**src/rtl/pfc_sup_pkg.sv**
```systemverilog
package pfc_sup_pkg;

    localparam int CTR_W = 16;

    typedef logic [CTR_W-1:0] ctr_t;

    typedef struct packed {
        logic armed;
        logic shut;
        ctr_t acc;
        ctr_t clr;
        ctr_t scnt;
    } ovl_st_t;

    typedef struct packed {
        logic ovp;
        logic sense;
        logic ovl;
    } stat_t;

endpackage

```
**src/rtl/pfc_hyst_flag.sv**
```systemverilog
module pfc_hyst_flag #(
    parameter int W         = 10,
    parameter int TRIP      = 136,
    parameter int RELEASE   = 134,
    parameter bit HIGH_SIDE = 1'b1,
    parameter bit RST_VAL   = 1'b0
) (
    input  logic         clk,
    input  logic         rst_n,
    input  logic         en,
    input  logic [W-1:0] x,
    output logic         flag
);
    localparam logic [W-1:0] TRIP_V = W'(TRIP);
    localparam logic [W-1:0] REL_V  = W'(RELEASE);

    logic set_c, rel_c;
    logic flag_d, flag_q;

    generate
        if (HIGH_SIDE) begin : g_high
            assign set_c = (x > TRIP_V);
            assign rel_c = (x < REL_V);
        end else begin : g_low
            assign set_c = (x < TRIP_V);
            assign rel_c = (x >= REL_V);
        end
    endgenerate

    always_comb begin
        flag_d = flag_q;
        if (en) begin
            if (set_c)      flag_d = 1'b1;
            else if (rel_c) flag_d = 1'b0;
        end
    end

    always_ff @(posedge clk or negedge rst_n) begin
        if (!rst_n) flag_q <= RST_VAL;
        else        flag_q <= flag_d;
    end

    assign flag = flag_q;
endmodule

```
**src/rtl/pfc_sense_chk.sv**
```systemverilog
module pfc_sense_chk #(
    parameter int W = 10
) (
    input  logic         clk,
    input  logic         rst_n,
    input  logic         en,
    input  logic [W-1:0] fb,
    input  logic [W-1:0] line,
    input  logic [W-1:0] pk,
    output logic         fault
);
    logic fault_d, fault_q;

    always_comb begin
        fault_d = fault_q;
        if (en) begin
            if (fb < line)     fault_d = 1'b1;
            else if (fb > pk)  fault_d = 1'b0;
        end
    end

    always_ff @(posedge clk or negedge rst_n) begin
        if (!rst_n) fault_q <= 1'b1;
        else        fault_q <= fault_d;
    end

    assign fault = fault_q;
endmodule

```
**src/rtl/pfc_ovl_timer.sv**
```systemverilog
module pfc_ovl_timer
    import pfc_sup_pkg::*;
#(
    parameter int OPP_LIMIT = 112,
    parameter int SHUT_LEN  = 2500,
    parameter int NORM_CLR  = 16
) (
    input  logic clk,
    input  logic rst_n,
    input  logic en,
    input  logic startup,
    output logic shut,
    output logic trip
);
    localparam ctr_t LIM_V     = ctr_t'(OPP_LIMIT);
    localparam ctr_t SHUT_LAST = ctr_t'(SHUT_LEN - 1);
    localparam ctr_t CLR_LAST  = ctr_t'(NORM_CLR - 1);

    ovl_st_t st_d, st_q;

    always_comb begin
        st_d = st_q;
        trip = 1'b0;
        if (en) begin
            if (st_q.shut) begin
                if (st_q.scnt == SHUT_LAST) begin
                    st_d.shut  = 1'b0;
                    st_d.scnt  = '0;
                    st_d.armed = 1'b0;
                    st_d.acc   = '0;
                    st_d.clr   = '0;
                end else begin
                    st_d.scnt = st_q.scnt + ctr_t'(1);
                end
            end else if (!startup) begin
                st_d.armed = 1'b1;
                if (st_q.clr == CLR_LAST) begin
                    st_d.acc = '0;
                    st_d.clr = '0;
                end else begin
                    st_d.clr = st_q.clr + ctr_t'(1);
                end
            end else begin
                st_d.clr = '0;
                if (st_q.armed) begin
                    if (st_q.acc == LIM_V) begin
                        trip       = 1'b1;
                        st_d.shut  = 1'b1;
                        st_d.scnt  = '0;
                        st_d.acc   = '0;
                        st_d.armed = 1'b0;
                    end else begin
                        st_d.acc = st_q.acc + ctr_t'(1);
                    end
                end
            end
        end
    end

    always_ff @(posedge clk or negedge rst_n) begin
        if (!rst_n) st_q <= '0;
        else        st_q <= st_d;
    end

    assign shut = st_q.shut;
endmodule

```
**src/rtl/pfc_fault_supervisor.sv**
```systemverilog
module pfc_fault_supervisor
    import pfc_sup_pkg::*;
#(
    parameter int W           = 10,
    parameter int REF         = 129,
    parameter int STARTUP_PCT = 90,
    parameter int OVP_TRIP    = 136,
    parameter int OVP_HYS     = 2,
    parameter int OPP_LIMIT   = 112,
    parameter int SHUT_LEN    = 2500,
    parameter int NORM_CLR    = 16
) (
    input  logic         clk,
    input  logic         rst_n,
    input  logic         smp_vld,
    input  logic [W-1:0] fb_cur,
    input  logic [W-1:0] line_cur,
    input  logic [W-1:0] line_pk,
    input  logic         stat_rd,
    output logic         startup_mode,
    output logic         gate_en,
    output logic         shutdown,
    output logic         stat_ovp,
    output logic         stat_sense,
    output logic         stat_ovl
);
    localparam int STARTUP_LVL = (REF * STARTUP_PCT) / 100;
    localparam int OVP_REL     = OVP_TRIP - OVP_HYS;

    logic ovp_f, sense_f, shut_f, trip_p, mode_f;
    stat_t st_d, st_q, ev;

    pfc_hyst_flag #(.W(W), .TRIP(STARTUP_LVL), .RELEASE(REF),
                    .HIGH_SIDE(1'b0), .RST_VAL(1'b1)) u_mode (
        .clk(clk), .rst_n(rst_n), .en(smp_vld), .x(fb_cur), .flag(mode_f));

    pfc_hyst_flag #(.W(W), .TRIP(OVP_TRIP), .RELEASE(OVP_REL),
                    .HIGH_SIDE(1'b1), .RST_VAL(1'b0)) u_ovp (
        .clk(clk), .rst_n(rst_n), .en(smp_vld), .x(fb_cur), .flag(ovp_f));

    pfc_sense_chk #(.W(W)) u_sense (
        .clk(clk), .rst_n(rst_n), .en(smp_vld), .fb(fb_cur),
        .line(line_cur), .pk(line_pk), .fault(sense_f));

    pfc_ovl_timer #(.OPP_LIMIT(OPP_LIMIT), .SHUT_LEN(SHUT_LEN),
                    .NORM_CLR(NORM_CLR)) u_ovl (
        .clk(clk), .rst_n(rst_n), .en(smp_vld), .startup(mode_f),
        .shut(shut_f), .trip(trip_p));

    always_comb begin
        ev.ovp   = ovp_f;
        ev.sense = sense_f;
        ev.ovl   = trip_p;
        if (stat_rd) st_d = ev;
        else         st_d = st_q | ev;
    end

    always_ff @(posedge clk or negedge rst_n) begin
        if (!rst_n) st_q <= '0;
        else        st_q <= st_d;
    end

    assign startup_mode = mode_f;
    assign shutdown     = shut_f;
    assign gate_en      = ovp_f ? 1'b0 : !(sense_f || shut_f);
    assign stat_ovp     = st_q.ovp;
    assign stat_sense   = st_q.sense;
    assign stat_ovl     = st_q.ovl;
endmodule

```
**config.mk**
```make
export PLATFORM = sky130hd
export DESIGN_NAME = pfc_fault_supervisor
export DESIGN_NICKNAME = d
export VERILOG_FILES = /design/src/rtl/pfc_sup_pkg.sv /design/src/rtl/pfc_hyst_flag.sv /design/src/rtl/pfc_sense_chk.sv /design/src/rtl/pfc_ovl_timer.sv /design/src/rtl/pfc_fault_supervisor.sv
export SDC_FILE = /design/constraint.sdc
export NUM_CORES = 1
export LEC_CHECK = 0
export BUFFER_PORTS_ARGS = -buffer_cell sky130_fd_sc_hd__buf_2
export CORE_MARGIN = 2
export CORE_UTILIZATION = 30
export CTS_BUF_LIST = sky130_fd_sc_hd__clkbuf_8 sky130_fd_sc_hd__clkbuf_16
export DETAILED_ROUTE_END_ITERATION = 16
export PLACE_DENSITY = 0.47
export SYNTH_ARGS = -nofsm -noshare
export SYNTH_HDL_FRONTEND = slang
export SYNTH_SLANG_ARGS = --single-unit
export TNS_END_PERCENT = 30
```
**constraint.sdc**
```tcl
create_clock -name clk -period 5.9 [get_ports clk]
set_clock_uncertainty 0.1 [all_clocks]
set_input_delay 0.295 -clock clk [delete_from_list [all_inputs] [get_ports clk]]
set_output_delay 0.295 -clock clk [all_outputs]
set_load 0.03 [all_outputs]
```
# Word level (Yosys, flattened, before mapping)
# Index checks and enable logic that the tools add are counted.
totals:
  wordCells: 68
  input_bits: 34
  register_bits: 56
classes:
  n_eq_ne: 5
  bitwise: 1
  n_lt_le_gt_ge: 6
  reduce_logical: 15
  n_addsub: 3
  muxes: 27
op_table:
  columns: ["cell", "count"]
  rows:
  - ["$mux 16", 7]
  - ["$mux 50", 1]
  - ["$add 16x1->16 const B", 3]
  - ["$mux 34", 1]
  - ["$mux 32", 1]
  - ["$mux 18", 1]
  - ["$eq 16x12->1 const B", 1]
  - ["$eq 16x4->1 const B", 1]
  - ["$eq 16x7->1 const B", 1]
  - ["$mux 1", 14]
  - ["$reduce_bool 2->1", 6]
  - ["$ge 10x8->1 const B", 1]
  - ["$gt 10x10->1", 1]
  - ["$gt 10x8->1 const B", 1]
  - ["$lt 10x10->1", 1]
  - ["$lt 10x7->1 const B", 1]
  - ["$lt 10x8->1 const B", 1]
  - ["$reduce_and 2->1", 4]
  - ["$reduce_and 4->1", 2]
  - ["$mux 3", 1]
  - ["$ne 3x1->1 const B", 1]
  - ["$or 3x3->3", 1]
  - ["$reduce_bool 3->1", 1]
  - ["$mux 2", 1]
  - ["other kinds (3)", 3]

# Depth between registers and ports, before layout
# Gate-level depths: netlist (run 1).
depth:
  ltp_word: 8
  mapped_depth: 9
  mapped_depth_nobuf: 7

# Cells and area by module
# From an unflattened synthesis (run 1), not the netlist that was laid out.
unflattened:
  hier_cells: 433
  hier_area_um2: 3753.6
by_module_without_submodules:
  columns: ["mod", "area_per_inst_um2", "seq_area_each_um2", "n_inst", "cells_per_inst"]
  rows:
  - ["pfc_ovl_timer", 2962.8, 1251.2, 1, 333]
  - ["pfc_sense_chk", 515.5, 26.3, 1, 70]
  - ["pfc_fault_supervisor", 106.4, 75.1, 1, 8]
  - ["pfc_hyst_flag at u_mode", 90.1, 26.3, 1, 12]
  - ["pfc_hyst_flag at u_ovp", 78.8, 25.0, 1, 10]

# Least setup slack after synthesis (run 1)
# Ideal clock, no wire load.
synth_path:
  path_kind: "reg-to-reg"
  from: "reg u_ovl.st_q[16] (netlist bit)"
  to: "reg u_ovl.st_q[41] (netlist bit)"
  slack_ns: 3.892
  required_time_ns: 5.676
  synth_period_minus_slack_ns: 2.008
  t_arrival_ns: 1.784
  stages_incl_launch_ff: 8
  path_cell_list: "dfrtp_1 ha_1 and3_1 nand4_1 o211a_1 or2_1 buf_6 a211o_1"
synth_via:
  elab_chain_len: 3
synth_lines:
  columns: ["item", "line_no", "text"]
  rows:
  - ["start, declared", "pfc_ovl_timer.sv:19", "ovl_st_t st_d, st_q;"]
  - ["start signal, assigned", "pfc_ovl_timer.sv:62", "else st_q <= st_d;"]
  - ["$eq 16x4->1", "pfc_ovl_timer.sv:37", "if (st_q.clr == CLR_LAST) begin"]
  - ["$reduce_bool 3->1 (no source line)", null, null]
  - ["$reduce_and 4->1 (no source line)", null, null]
# Every way passes these cells.
# A chain may end at the register's enable or synchronous reset.

# Final worst setup path (run 1)
layout_path:
  from: "reg u_ovl.st_q[4] (netlist bit)"
  to: "reg u_ovl.st_q[31] (netlist bit)"
layout_via:
  elab_chain_len: 3
layout_lines:
  columns: ["item", "line_no", "text"]
  rows:
  - ["$eq 16x12->1", "pfc_ovl_timer.sv:26", "if (st_q.scnt == SHUT_LAST) begin"]
  - ["$ne 2x2->1 (no source line)", null, null]
  - ["$reduce_and 2->1 (no source line)", null, null]
# Every way passes these cells.

==> impl_metrics.py, run 1 <==
metrics = {
    "clocking": {
        "cts_setup_buffers": 0,
        "clk_pin_slew_ns": 0.08,
        "numCtsBuffers": 5,
        "root_buffer": "clkbuf_16",
        "tritoncts": "yes",
        "ctsLongestPathBuffers": 2,
        "ctsHoldBuffers": 0,
        "cts_sinks": 56,
        "htreeDepth": 2,
        "clk_latency_ns": 0.30,
        "cts.repair.resized": 0,
    },
    "drt": {
        "remaining_drc_errors": 0,
        "drtAntennaViolNets": 0,
        "routed_wl_um": 9220,
        "vias": 3317,
        "drt_iter0_markers": 160,
        "first_pass_iters": 4,
        "via_per_inst": 5.27,
        "wire_per_inst_um": 14.7,
    },
    "sta": {
        "slew_headroom": 0.507,
        "rsz0062_at_grt": "no",
        "period_minus_slack_ns": 2.44,
        "tightest_slew_ns": 0.735,
        "hold_viol_final": 0,
        "setup_viol": 0,
        "maxSlewViolCount": 0,
        "fin_crit_sh": 0.413,
        "maxClockFrequency_mhz": 411,
        "tns_ns": 0,
    },
    "critical_path": {
        "crit_fanout": 22,
        "cpPeakStageDelay_ns": 0.52,
        "path_class": "reg2reg",
        "start_kind": "register",
        "cp-end-kind": "register",
        "timing.rr.end": "u_ovl.st_q[31]",
        "crit_cells": 6,
        "critPathBufInv": 1,
        "path_delay_family": "simple AND/OR/NAND/NOR gates",
        "cp_data_required_time_ns": 6.02,
        "slowest_stage": "or4_1",
        "r2r_setup_slack_ns": 3.46,
        "crit_chain": "nor4b_1, and4_1, o21ai_1, buf_4, or4_1, o21ai_0",
        "arrival_ns": 2.55,
        "reg2regPathDepth": 6,
        "reg2reg_from": "u_ovl.st_q[4]",
    },
    "synth": {
        "synthTopCellsByArea": "dfrtp_1, ha_1, o21ai_0",
        "syn_area_um2": 3720,
        "ys_async_sr_fraction": 1.00,
        "synthFlopType": "dfrtp_1",
        "ys_seq_elements": 56,
        "synth_top_area_frac": 0.363,
        "synth_top_area_cell": "dfrtp_1",
        "yosysUniqueCellTypes": 57,
        "ys_seq_area_frac": 0.377,
        "yosysWarnings": 0,
        "synth_cells": 425,
        "postSynthAreaPerCell_um2": 8.76,
        "synth_edf_count": 0,
        "synthesis.nets": 482,
    },
    "pwr": {
        "power.density_nw_per_um2": 204,
        "ir_drop_uv": 107,
        "power.leakage_nw": 1.88,
        "p_total_mw": 0.859,
    },
    "global_route": {
        "antenna_found_initial": 0,
        "met3_usage": 0.0221,
        "grt_use_total": 0.146,
        "grt_pass1_vias": 3229,
        "grt-ovfl-total": 0,
        "grt_max_degree": 57,
        "grt_busiest_layer": "met2",
        "grt_pass1_wl_um": 15700,
        "use_met2": 0.232,
        "grt_util_met1": 0.211,
    },
    "finish": {
        "layout.nets": 517,
        "layout.cells.most_common": "dfrtp_1",
        "layout-drive-gt1-share": 0.141,
        "layout_common_cells": "dfrtp_1, buf_2, inv_1, o21ai_0, nand2_1",
        "antennaDiodeCount": 0,
        "synthToLayoutAreaGrowth_pct": 13.1,
    },
    "placed_design": {
        "numPortBuffers": 39,
        "place.gp.congestion": 0.794,
        "dp_hpwl_um": 6660,
    },
    "status": {
        "outcome": "finished clean",
    },
    "floorplan": {
        "dieArea_um2": 13300,
        "initial_utilization": 0.309,
        "die_height_um": 115,
        "core-area_um2": 12100,
        "io_pins": 40,
        "chipWidth_um": 115,
        "rows": 40,
    },
    "worst_hold_path": {
        "hp-class": "in2async",
    },
    "flow_run": {
        "drv_cap": 0,
    },
}
-- sequential cells by signal, indices dropped and copies added, names as in the netlist --
register	cells
stat_ovl	1
stat_ovp	1
stat_sense	1
u_mode.flag	1
u_ovl.shut	1
u_ovl.st_q	49
u_ovp.flag	1
u_sense.fault	1
-- worst max path at each step --
stage | slack (ns) | end | start
floorplan | 3.89 | u_ovl.st_q[41] | u_ovl.st_q[16]
global placement | 3.58 | u_ovl.st_q[31] | u_ovl.st_q[3]
detailed placement | 3.49 | u_ovl.st_q[31] | u_ovl.st_q[3]
CTS | 3.49 | u_ovl.st_q[31] | u_ovl.st_q[3]
global route | 3.33 | u_ovl.st_q[11] | u_ovl.shut
finish | 3.46 | u_ovl.st_q[31] | u_ovl.st_q[4]
-- metrics by stage --
| step | setup slack (ns) | util | hold slack [ns] | instance area (um2) | instances |
|---|---|---|---|---|---|
| after CTS | 3.49 | 0.349 | 0.0699 | 4210 | 629 |
| after floorplan | 3.89 | - | -0.101 | 3720 | 425 |
| final | 3.46 | 0.349 | 0.0192 | 4210 | 629 |
| after global placement | 3.58 | 0.337 | 0.357 | 4060 | 621 |
| after detailed placement | 3.49 | 0.337 | 0.365 | 4060 | 621 |
| after global routing | 3.33 | 0.349 | 0.110 | 4210 | 629 |
-- cells in the mapped netlist (2+ instances only) --
| library cell | count |
|---|---|
| a21o_1 | 6 |
| a21oi_1 | 21 |
| buf_6 | 5 |
| and4_1 | 3 |
| a211o_1 | 8 |
| and3_1 | 15 |
| nor4_2 | 2 |
| dfstp_2 | 2 |
| nand2_1 | 30 |
| dfrtp_1 | 54 |
| nor4b_1 | 2 |
| o2bb2ai_1 | 3 |
| or2_2 | 4 |
| or4_1 | 5 |
| and2_1 | 2 |
| nor2b_1 | 3 |
| a31o_2 | 2 |
| mux2i_1 | 2 |
| o211ai_1 | 3 |
| nor3_1 | 18 |
| inv_1 | 35 |
| a31oi_1 | 2 |
| o2111ai_1 | 4 |
| a211oi_1 | 2 |
| o22ai_1 | 3 |
| o31ai_1 | 11 |
| o21ai_0 | 34 |
| xor2_1 | 4 |
| nand2b_1 | 3 |
| ha_1 | 23 |
| nor3b_1 | 2 |
| nor4_1 | 6 |
| clkbuf_1 | 8 |
| or3_1 | 16 |
| buf_2 | 2 |
| nand4_1 | 18 |
| nand3_1 | 24 |
| nor2_1 | 19 |
-- where the power goes --
part           internal (mW)  switching [mW]  leakage, nW
clock                  0.159           0.146       0.0742
sequential             0.410          0.0387        0.691
combinational         0.0463          0.0586         1.11
total                  0.616           0.243         1.88
-- worst reg2reg max path: cells and delay by family, from the launching register on --
family                 cells  cell delay [ns]
AND/OR/NAND/NOR            3             1.33
AO/OA/AOI/OAI              2             0.23
flip-flops                 1             0.46
buffers and inverters      1             0.23
-- cell type report --
cell class	count	area, um2
clock buffers	5	125
clock inverters	3	22.5
fillers	1281	7850
inverters	35	131
multi-input cells	319	2090
flip-flops and latches	56	1400
well taps	168	210
repair buffers	43	225
-- metal layers --
layer / share of wire / vias up
met1: 0.50 / 1600
li1: - / 1664
met2: 0.46 / 46
met5: 0 / -
met3: 0.026 / 7
met4: 0.0094 / 0
-- logic make-up after synthesis --
family                   count (synthesis)  share of synthesized area
AO/OA/AOI/OAI                          112                      0.199
XOR/XNOR                                 4                    0.00941
adder cells (fa/ha/maj)                 23                     0.0773
buffers and inverters                   50                     0.0612
flip-flops                              56                      0.377
multiplexers                             2                    0.00538
AND/OR/NAND/NOR                        178                      0.271
No activity file was read; power rests on OpenSTA's default activity.
==> run 2, diff against run 1 <==
Clock period 5.9 ns to 2.5 ns, I/O delays scaled along.
==> run 2 against run 1 <==
Effect of this change:
- largest cell class unchanged
- maximum frequency is 5.0% higher
- clock power increased by 140%
- total power increased by 140%
- clock-buffer cell count up 1
- largest power group unchanged
- sequential cell count is the same
- cell area rose by 4.0%
- via count grew 1.8%
- combinational power rose to 2.5 times the previous value
- global-route usage is 0.13 points higher
- register-to-register slack got worse by 3.3 ns
- sequential power is 140% higher
==> impl_metrics.py, run 2 (synthesis results as in run 1) <==
metrics = {
    "pwr": {
        "ir_drop_uv": 268,
        "p_total_mw": 2.05,
        "power.leakage_nw": 1.98,
        "power.density_nw_per_um2": 469,
    },
    "floorplan": {
        "dieArea_um2": 13300,
        "chipWidth_um": 115,
        "core-area_um2": 12100,
        "initial_utilization": 0.309,
        "io_pins": 40,
        "die_height_um": 115,
        "rows": 40,
    },
    "critical_path": {
        "r2r_setup_slack_ns": 0.18,
        "slowest_stage": "or2_2",
        "crit_chain": "ha_1, and3_1, nand4_1, o211a_1, or2_2, a211o_1",
        "arrival_ns": 2.39,
        "start_kind": "register",
        "cp-end-kind": "register",
        "cpPeakStageDelay_ns": 0.43,
        "crit_fanout": 11,
        "cp_data_required_time_ns": 2.57,
        "path_class": "reg2reg",
    },
    "placed_design": {
        "place_worst_setup_slack_ns": 0.0427,
        "placed_area_um2": 4180,
        "place.gp.congestion": 0.781,
        "numPortBuffers": 39,
        "dp_hpwl_um": 6990,
        "placedCellCount": 637,
    },
    "clocking": {
        "cts_sinks": 56,
        "clk_pin_slew_ns": 0.07,
        "cts_setup_buffers": 0,
        "root_buffer": "clkbuf_16",
        "tritoncts": "yes",
        "numCtsBuffers": 5,
        "htreeDepth": 2,
        "ctsLongestPathBuffers": 2,
        "clk_latency_ns": 0.29,
    },
    "global_route": {
        "grt_max_degree": 27,
        "antenna_found_initial": 0,
        "grt_use_total": 0.148,
        "grt_pass1_vias": 3332,
        "grt-ovfl-total": 0,
        "grt_pass1_wl_um": 16000,
    },
    "sta": {
        "holdWs_ns": 0.0318,
        "slew_headroom": 0.561,
        "fin_crit_sh": 0.928,
        "setup_slack_ns": 0.180,
        "maxSlewViolCount": 0,
        "tns_ns": 0,
        "hold_viol_final": 0,
        "maxClockFrequency_mhz": 431,
        "tightest_slew_ns": 0.655,
        "period_minus_slack_ns": 2.32,
        "setup_viol": 0,
        "rsz0062_at_grt": "no",
    },
    "drt": {
        "vias": 3377,
        "drtAntennaViolNets": 0,
        "first_pass_iters": 4,
        "remaining_drc_errors": 0,
        "drt_iter0_markers": 134,
        "wire_per_inst_um": 14.4,
        "via_per_inst": 5.21,
        "routed_wl_um": 9340,
    },
    "finish": {
        "fin_cells": 648,
        "layout.nets": 536,
        "layout-drive-gt1-share": 0.171,
        "final_util": 0.363,
        "fin_area_um2": 4370,
        "antennaDiodeCount": 0,
        "regMostFlops": "u_ovl.st_q",
        "largest_register_ff_count": 49,
        "layout_common_cells": "dfrtp_1, buf_2, inv_1, o21ai_0, nand2_1",
        "synthToLayoutAreaGrowth_pct": 17.6,
        "layout.cells.most_common": "dfrtp_1",
    },
    "status": {
        "outcome": "finished clean",
    },
    "worst_hold_path": {
        "hp-class": "in2reg",
    },
    "flow_run": {
        "drv_cap": 0,
    },
}
## run 2: critical path: cells and delay by family, from the launching register on
family | cells | cell delay [ns]
and+or+nand+nor | 3 | 0.82
AOI/OAI and AO/OA | 2 | 0.67
DFF | 1 | 0.38
adders and majority gates | 1 | 0.22
## run 2: per-layer routing
layer | up-vias | wire length, um | track usage
li1 | 1699 | - | -
met1 | 1627 | 4590 | 0.203
met2 | 46 | 4460 | 0.250
met3 | 5 | 223 | 0.0195
met4 | 0 | 57 | 0.0289
met5 | - | 0 | 0
## run 2: worst paths after layout
path	startpoint	endpoint	cells past startpoint
min in group asynchronous	rst_n	u_ovl.st_q[10]	2
hold reg to reg	stat_ovp	stat_ovp	1
setup / recovery	u_ovl.st_q[16]	u_ovl.st_q[34]	6
setup reg to reg	u_ovl.st_q[16]	u_ovl.st_q[34]	6
max in group asynchronous	rst_n	u_sense.fault	3
hold / removal	stat_rd	stat_ovl	3
## run 2: area by class of cell
| class | count | area, um2 |
|---|---|---|
| clock buffer | 6 | 139 |
| clock inverter | 2 | 11.3 |
| fill | 1295 | 7690 |
| inverter | 35 | 131 |
| multi-input combinational | 319 | 2100 |
| sequential | 56 | 1400 |
| tap | 168 | 210 |
| timing repair buffer | 62 | 375 |
## run 2: report_power, final
part / switching, mW / internal (mW) / total, mW
combinational: 0.147 / 0.117 / 0.264
sequential: 0.0929 / 0.968 / 1.06
clock: 0.328 / 0.396 / 0.724
## run 2: what timing repair did
action / in CTS / in global routing
hold endpoints to repair: 18 / 0
endpoints found under the setup margin: 0 / 12
hold buffers: 3 / 0
gates resized for setup: 0 / 3
